==> config.mk <==
export PLATFORM = sky130hd
export DESIGN_NAME = cc_timer_unit
export DESIGN_NICKNAME = d
export VERILOG_FILES = /design/src/rtl/cc_timer_unit.sv
export SDC_FILE = /design/constraint.sdc
export NUM_CORES = 1
export LEC_CHECK = 0
export BUFFER_PORTS_ARGS = -buffer_cell sky130_fd_sc_hd__buf_2
export CAP_MARGIN = 30
export CORE_MARGIN = 4
export CORE_UTILIZATION = 60
export CTS_BUF_LIST = sky130_fd_sc_hd__clkbuf_4
export DETAILED_ROUTE_END_ITERATION = 6
export GPL_TIMING_DRIVEN = 0
export PLACE_DENSITY_LB_ADDON = 0.08
export SLEW_MARGIN = 20
export SYNTH_ARGS = -nofsm -noshare
export SYNTH_HDL_FRONTEND = slang
export SYNTH_SLANG_ARGS = --single-unit
export TNS_END_PERCENT = 50
==> constraint.sdc <==
create_clock -name clk -period 3.63 [get_ports clk]
set_input_delay 0.726 -clock clk [delete_from_list [all_inputs] [get_ports clk]]
set_output_delay 0.726 -clock clk [all_outputs]
set_load 0.01 [all_outputs]
==> src/rtl/cc_timer_unit.sv <==
module cc_timer_unit #(
  parameter int W  = 16,
  parameter int AW = 4
) (
  input  logic          clk,
  input  logic          rst_n,
  input  logic          reg_we,
  input  logic [AW-1:0] reg_addr,
  input  logic [W-1:0]  reg_wdata,
  output logic [W-1:0]  reg_rdata,
  input  logic          ext_evt,
  input  logic          ext_clr,
  input  logic [3:0]    cap_in,
  output logic [5:0]    sr_out,
  output logic [1:0]    tg_out
);
  localparam int NCAP = 4;
  localparam int NCMP = 3;
  localparam int NSR  = 6;
  localparam int NTG  = 2;
  localparam int NS   = NCAP + 2;
  localparam int A_CTRL = 0, A_TMR = 1, A_STAT = 2, A_CAP = 3, A_CMP = 7, A_MSK = 10, A_TGL = 13;

  logic [2:0]        sel;
  logic [2*NCAP-1:0] esel;
  logic [W-1:0]      cnt;
  logic [2:0]        div;
  logic              adv, ovf, tick;
  logic [NCAP-1:0]   cflag, cap_ev;
  logic [W-1:0]      cap [NCAP];
  logic [W-1:0]      cmp [NCMP];
  logic [NSR-1:0]    setm [NCMP];
  logic [NSR-1:0]    rstm [NCMP];
  logic [NTG-1:0]    tgm [NCMP];
  logic [NS-1:0]     s1, s2, s3;
  logic [NCMP-1:0]   hit;
  logic [NSR-1:0]    set_v, rst_v;
  logic [NTG-1:0]    tog_v;

  wire [NS-1:0] rise = s2 & ~s3;
  wire [NS-1:0] fall = ~s2 & s3;
  wire clr_rise = rise[1];
  wire twr = reg_we && reg_addr == AW'(A_TMR);
  wire swr = reg_we && reg_addr == AW'(A_STAT);

  always_comb begin
    case (sel)
      3'd1:    tick = 1'b1;
      3'd2:    tick = div[0];
      3'd3:    tick = &div[1:0];
      3'd4:    tick = &div;
      3'd5:    tick = rise[0];
      default: tick = 1'b0;
    endcase
  end

  for (genvar i = 0; i < NCAP; i++) begin : g_cap
    assign cap_ev[i] = (esel[2*i] & rise[2+i]) | (esel[2*i+1] & fall[2+i]);
  end

  for (genvar k = 0; k < NCMP; k++) begin : g_hit
    assign hit[k] = adv && cnt == cmp[k];
  end

  always_comb begin
    set_v = '0;
    rst_v = '0;
    tog_v = '0;
    for (int k = 0; k < NCMP; k++) begin
      if (hit[k]) begin
        set_v |= setm[k];
        rst_v |= rstm[k];
        tog_v |= tgm[k];
      end
    end
  end

  always_ff @(posedge clk) begin
    if (!rst_n) begin
      s1 <= '0; s2 <= '0; s3 <= '0;
      sel <= '0; esel <= '0; cnt <= '0; div <= '0;
      adv <= 1'b0; ovf <= 1'b0; cflag <= '0;
      sr_out <= '0; tg_out <= '0;
      for (int i = 0; i < NCAP; i++) cap[i] <= '0;
      for (int k = 0; k < NCMP; k++) begin
        cmp[k] <= '0; setm[k] <= '0; rstm[k] <= '0; tgm[k] <= '0;
      end
    end else begin
      s1 <= {cap_in, ext_clr, ext_evt};
      s2 <= s1;
      s3 <= s2;
      div <= div + 3'd1;
      adv <= tick && !clr_rise && !twr;
      if (clr_rise)  cnt <= '0;
      else if (twr)  cnt <= reg_wdata;
      else if (tick) cnt <= cnt + 1'b1;
      if (tick && &cnt && !clr_rise && !twr) ovf <= 1'b1;
      else if (swr && reg_wdata[NCAP])       ovf <= 1'b0;
      cflag <= (cflag & ~(swr ? reg_wdata[NCAP-1:0] : '0)) | cap_ev;
      for (int i = 0; i < NCAP; i++)
        if (cap_ev[i]) cap[i] <= cnt;
      if (reg_we && reg_addr == AW'(A_CTRL)) begin
        sel  <= reg_wdata[2:0];
        esel <= reg_wdata[8 +: 2*NCAP];
      end
      for (int k = 0; k < NCMP; k++) begin
        if (reg_we && reg_addr == AW'(A_CMP + k)) cmp[k] <= reg_wdata;
        if (reg_we && reg_addr == AW'(A_MSK + k)) begin
          setm[k] <= reg_wdata[NSR-1:0];
          rstm[k] <= reg_wdata[8 +: NSR];
        end
        if (reg_we && reg_addr == AW'(A_TGL)) tgm[k] <= reg_wdata[NTG*k +: NTG];
      end
      sr_out <= (sr_out & ~rst_v) | set_v;
      tg_out <= tg_out ^ tog_v;
    end
  end

  always_comb begin
    reg_rdata = '0;
    if (reg_addr == AW'(A_CTRL)) reg_rdata = W'({esel, 5'b0, sel});
    if (reg_addr == AW'(A_TMR))  reg_rdata = cnt;
    if (reg_addr == AW'(A_STAT)) reg_rdata = W'({ovf, cflag});
    if (reg_addr == AW'(A_TGL))  reg_rdata = W'({tgm[2], tgm[1], tgm[0]});
    for (int i = 0; i < NCAP; i++)
      if (reg_addr == AW'(A_CAP + i)) reg_rdata = cap[i];
    for (int k = 0; k < NCMP; k++) begin
      if (reg_addr == AW'(A_CMP + k)) reg_rdata = cmp[k];
      if (reg_addr == AW'(A_MSK + k)) reg_rdata = W'({2'b0, rstm[k], 2'b0, setm[k]});
    end
  end
endmodule

==> results by stage <==
Job:
- The max capacitance violation total is 0.

Clock tree:
- For the worst-skew pair, the clock arrives at the later sink with an insertion delay of 0.70 ns.
- The clock tree root driver cell is sky130_fd_sc_hd__clkbuf_4.
- Buffers inserted during clock tree synthesis total between 50 and 60.
- TritonCTS built the clock tree.
- The clock slew seen by the registers of the worst setup and hold paths is 0.07 ns.
- The number of H-tree branching levels is 2.
- The sink count of the clock tree is between 200 and 250.
- The number of buffers inserted to repair setup after CTS is 0.
- The maximum root-to-sink buffer count is 3.

STA:
- Setup repair after global routing left no endpoint under its margin.
- The number of setup violations in the final report is 0.
- The count of pins over their slew limit is 0.
- For the pin with the worst max-slew slack, the measured transition is between 0.9 and 1 ns.
- The total count of hold-check failures in the final report is 0.
- Of the available clock period, the critical path in the final layout requires 99.75%.
- The smallest clock period supported by the final layout is computed as roughly 3.6 ns.
- For this run, the top clock speed supported by timing is between 200 and 300 MHz.
- The final critical-path setup slack is 0.009099 ns.
- The worst clock skew is 0.02883 ns.
- The max-slew headroom at the worst pin is ~34%.

Place:
- The half-perimeter wire length of the detailed placement result is slightly below 30000 um.
- The number of buffers added on ports is 50.
- At the end of routability-driven placement, the weighted congestion stood at about 1.0.
- The total cell area at the placement stage is about 0.011 sq mm.
- The setup slack after placement is -0.09158 ns.

Setup path:
- The critical path class is in -> out.
- Along the worst path, the maximum fanout reaches 10.
- The worst setup path is launched from a primary input.
- The arrival time at the worst endpoint is 2.89 ns.
- STA classifies the critical path endpoint as an output pin.
- For the worst setup path, the data required time is roughly 2.9 ns.

Global route:
- The initial antenna violation count is 2.
- The maximum number of pins on one net before global-route repair is 17.
- The total global routing track utilization is between 40% and 50%.
- The number of global-route vias before repair is between 8000 and 9000.
- For met1 alone, demand over resource in global routing was a little over half.
- The global routing met2 resource utilization is roughly three fifths.
- Summed over all layers, the global routing overflow is 0.
- The first global-routing pass estimated just under 60000 um of wire.
- The met3 track demand over resource is roughly 15%.
- met2 is the most crowded layer.

Synth:
- By count the netlist is led by sky130_fd_sc_hd__edfxtp_1 (154), sky130_fd_sc_hd__nand2_1 (90), sky130_fd_sc_hd__nor2_1 (69), sky130_fd_sc_hd__dfxtp_1 (62), sky130_fd_sc_hd__and2_1 (57).
- The sequential share of the synthesized area is between 50% and 60%.
- The synthesized netlist net count is roughly 1000.
- After synthesis, the cell types taking the most area are sky130_fd_sc_hd__edfxtp_1 (43%), sky130_fd_sc_hd__dfxtp_1 (12%), sky130_fd_sc_hd__xor2_1 (3.8%).
- The proportion of register bits with asynchronous set or reset after synthesis is 0%.
- For this run, the leading register cell type out of synthesis is sky130_fd_sc_hd__edfxtp_1.
- During synthesis, Yosys emitted a total of 0 warnings.
- Dividing the synthesized area by the synthesized cell count gives 10.68 sq um.
- The top cell type by total area after synthesis is sky130_fd_sc_hd__edfxtp_1.
- In the post-synthesis netlist, the cell with the most instances is sky130_fd_sc_hd__edfxtp_1.
- The netlist uses 68 different library cells.
- The cell count after synthesis is 996.
- Summing every instance area after synthesis gives around 0.011 sq mm.
- Counting flops with a built-in enable in the synthesized netlist gives ~150.
- The area share of the largest cell type after synthesis is a little over two fifths.
- The number of register bits inferred by synthesis is 216.

Floorplan:
- Pin placement for this block handled 53 I/O pins.
- The starting density of the core is between 60% and 70%.
- The core box area is roughly 0.017 sq mm.
- Measured along the x axis, the die boundary spans approximately 140 um.
- The count of standard-cell rows is 48.
- The die height is roughly 140 um.
- The die area is between 0.015 and 0.02 sq mm.

Detailed routing:
- The count of nets left with antenna violations once routing finished came out at 0.
- In this run, the number of DRC markers left after iteration 0 of detailed routing was 1730.
- The average routed wire per standard cell is about 29 um.
- The final route contains 9375 vias.
- The aggregate routed wire length is between 40000 and 50000 um.
- The number of optimization iterations in the first detailed-route pass is 7.
- The vias per cell is 6.798.
- The final routed DRC violation total is 0.

Layout:
- The finished cells cover 0.01196 sq mm.
- The share of layout cells above drive strength 1 is a little under a fifth.
- Relative to the synthesized area, the layout overhead comes to 12.44%.
- The net count of the finished layout is approximately 1100.

Pwr:
- The static power due to leakage is around 4.7 nW.
- The total design power is roughly 5.5 mW.
- For this design the ratio of total power to cell area is roughly 460 mW/mm^2.
- The highest ir drop seen on vdd is ~0.0004 V.

Outcome:
- The run finished with clean final reports.

Hold path:
- The type of the most critical hold path is in -> reg.
[power by group]
| group | switching [mW] | internal [mW] |
|---|---|---|
| Combinational | 0.385 | 0.164 |
| Clock | 1.06 | 1.04 |
| Sequential | 0.0906 | 2.75 |
| Total | 1.53 | 3.95 |
[registers in the layout, indices dropped and copies added (netlist names), 8 cells and up]
signal and flops:
cap 64, cmp 48, cnt 16, esel 8
rstm 18, setm 18
[cell usage in the layout, fill, tap and decap left out, types with 9 or more instances in the layout]
cell type and instances:
sky130_fd_sc_hd__mux2_2 9, sky130_fd_sc_hd__mux2i_1 16, sky130_fd_sc_hd__clkbuf_1 34, sky130_fd_sc_hd__dfxtp_1 62, sky130_fd_sc_hd__buf_2 72, sky130_fd_sc_hd__nor2b_1 10
sky130_fd_sc_hd__nor4_1 9, sky130_fd_sc_hd__clkinv_1 22, sky130_fd_sc_hd__nand2_1 90, sky130_fd_sc_hd__nor3_1 29, sky130_fd_sc_hd__a211oi_1 19, sky130_fd_sc_hd__nor2_1 68
sky130_fd_sc_hd__a221oi_1 10, sky130_fd_sc_hd__a21oi_1 49, sky130_fd_sc_hd__o21ai_0 40, sky130_fd_sc_hd__and3_1 53, sky130_fd_sc_hd__inv_1 23, sky130_fd_sc_hd__xor2_1 46
sky130_fd_sc_hd__buf_4 12, sky130_fd_sc_hd__o22ai_1 13, sky130_fd_sc_hd__clkbuf_4 77, sky130_fd_sc_hd__nand3_1 15, sky130_fd_sc_hd__edfxtp_1 154, sky130_fd_sc_hd__and2_1 57
sky130_fd_sc_hd__xnor2_1 17, sky130_fd_sc_hd__a22oi_1 13
[worst max-delay path, stage by stage]
cell and delay, ns:
sky130_fd_sc_hd__buf_2 0.14, sky130_fd_sc_hd__buf_2 0.24, sky130_fd_sc_hd__buf_2 0.31, sky130_fd_sc_hd__clkbuf_1 0.53, sky130_fd_sc_hd__o21ai_0 0.24, sky130_fd_sc_hd__a22oi_1 0.37, sky130_fd_sc_hd__o21ai_0 0.17, sky130_fd_sc_hd__buf_2 0.16
[through the flow]
step | utilization (%) | TNS (ns) | instances | hold slack [ns]
2_1_floorplan | - | 0 | 996 | 0.3976
3_3_place_gp | 64.32 | -44.37 | 1271 | 0.4147
6_report | 68.88 | 0 | 1379 | 0.2367
5_1_grt | 68.84 | 0 | 1376 | 0.2007
4_1_cts | 68.71 | 0 | 1375 | 0.2091
3_5_place_dp | 64.71 | -0.1085 | 1275 | 0.4181
[kinds of logic after synthesis]
family                     after synthesis  synth area share, %
DFF                                    216                55.17
adders and majority gates                3               0.3531
AOI/OAI and AO/OA                      219                14.30
muxes                                   26                2.671
and+or+nand+nor                        368                18.04
buffers and inverters                  101                4.283
xor gates and xnor gates                63                5.189
[timing repair]
action / CTS / global route
hold buffers: 0 / 0
gates resized for setup: 1 / 13
endpoints found under the setup margin: 1 / 12
[worst paths after layout]
kind / start / to / slack (ns) / depth (start not counted)
min reg2reg: s1[5] / s2[5] / 0.43 / 1
min: cap_in[1] / s1[3] / 0.24 / 2
max reg2reg: esel[7] / cap[3][2] / 0.55 / 5
max: reg_addr[2] / reg_rdata[0] / 0.009 / 8
[metal layers]
metal / routed length, um / up-vias
met3: 6325 / 158
met5: 0 / -
met1: 14520 / 4411
met2: 17450 / 873
li1: - / 3933
met4: 2221 / 0
[area by class of cell]
cell class / count / area (sq um)
sequential: 216 / 5866
clock inverter: 25 / 130.1
fill: 1362 / 5401
buffer: 75 / 372.9
multi-input combinational: 679 / 4332
tap: 225 / 281.5
clock buffer: 75 / 563.0
timing repair buffer: 54 / 302.8
inverter: 26 / 97.59
antenna: 4 / 10.01
No activity file was read; power rests on OpenSTA's default activity.
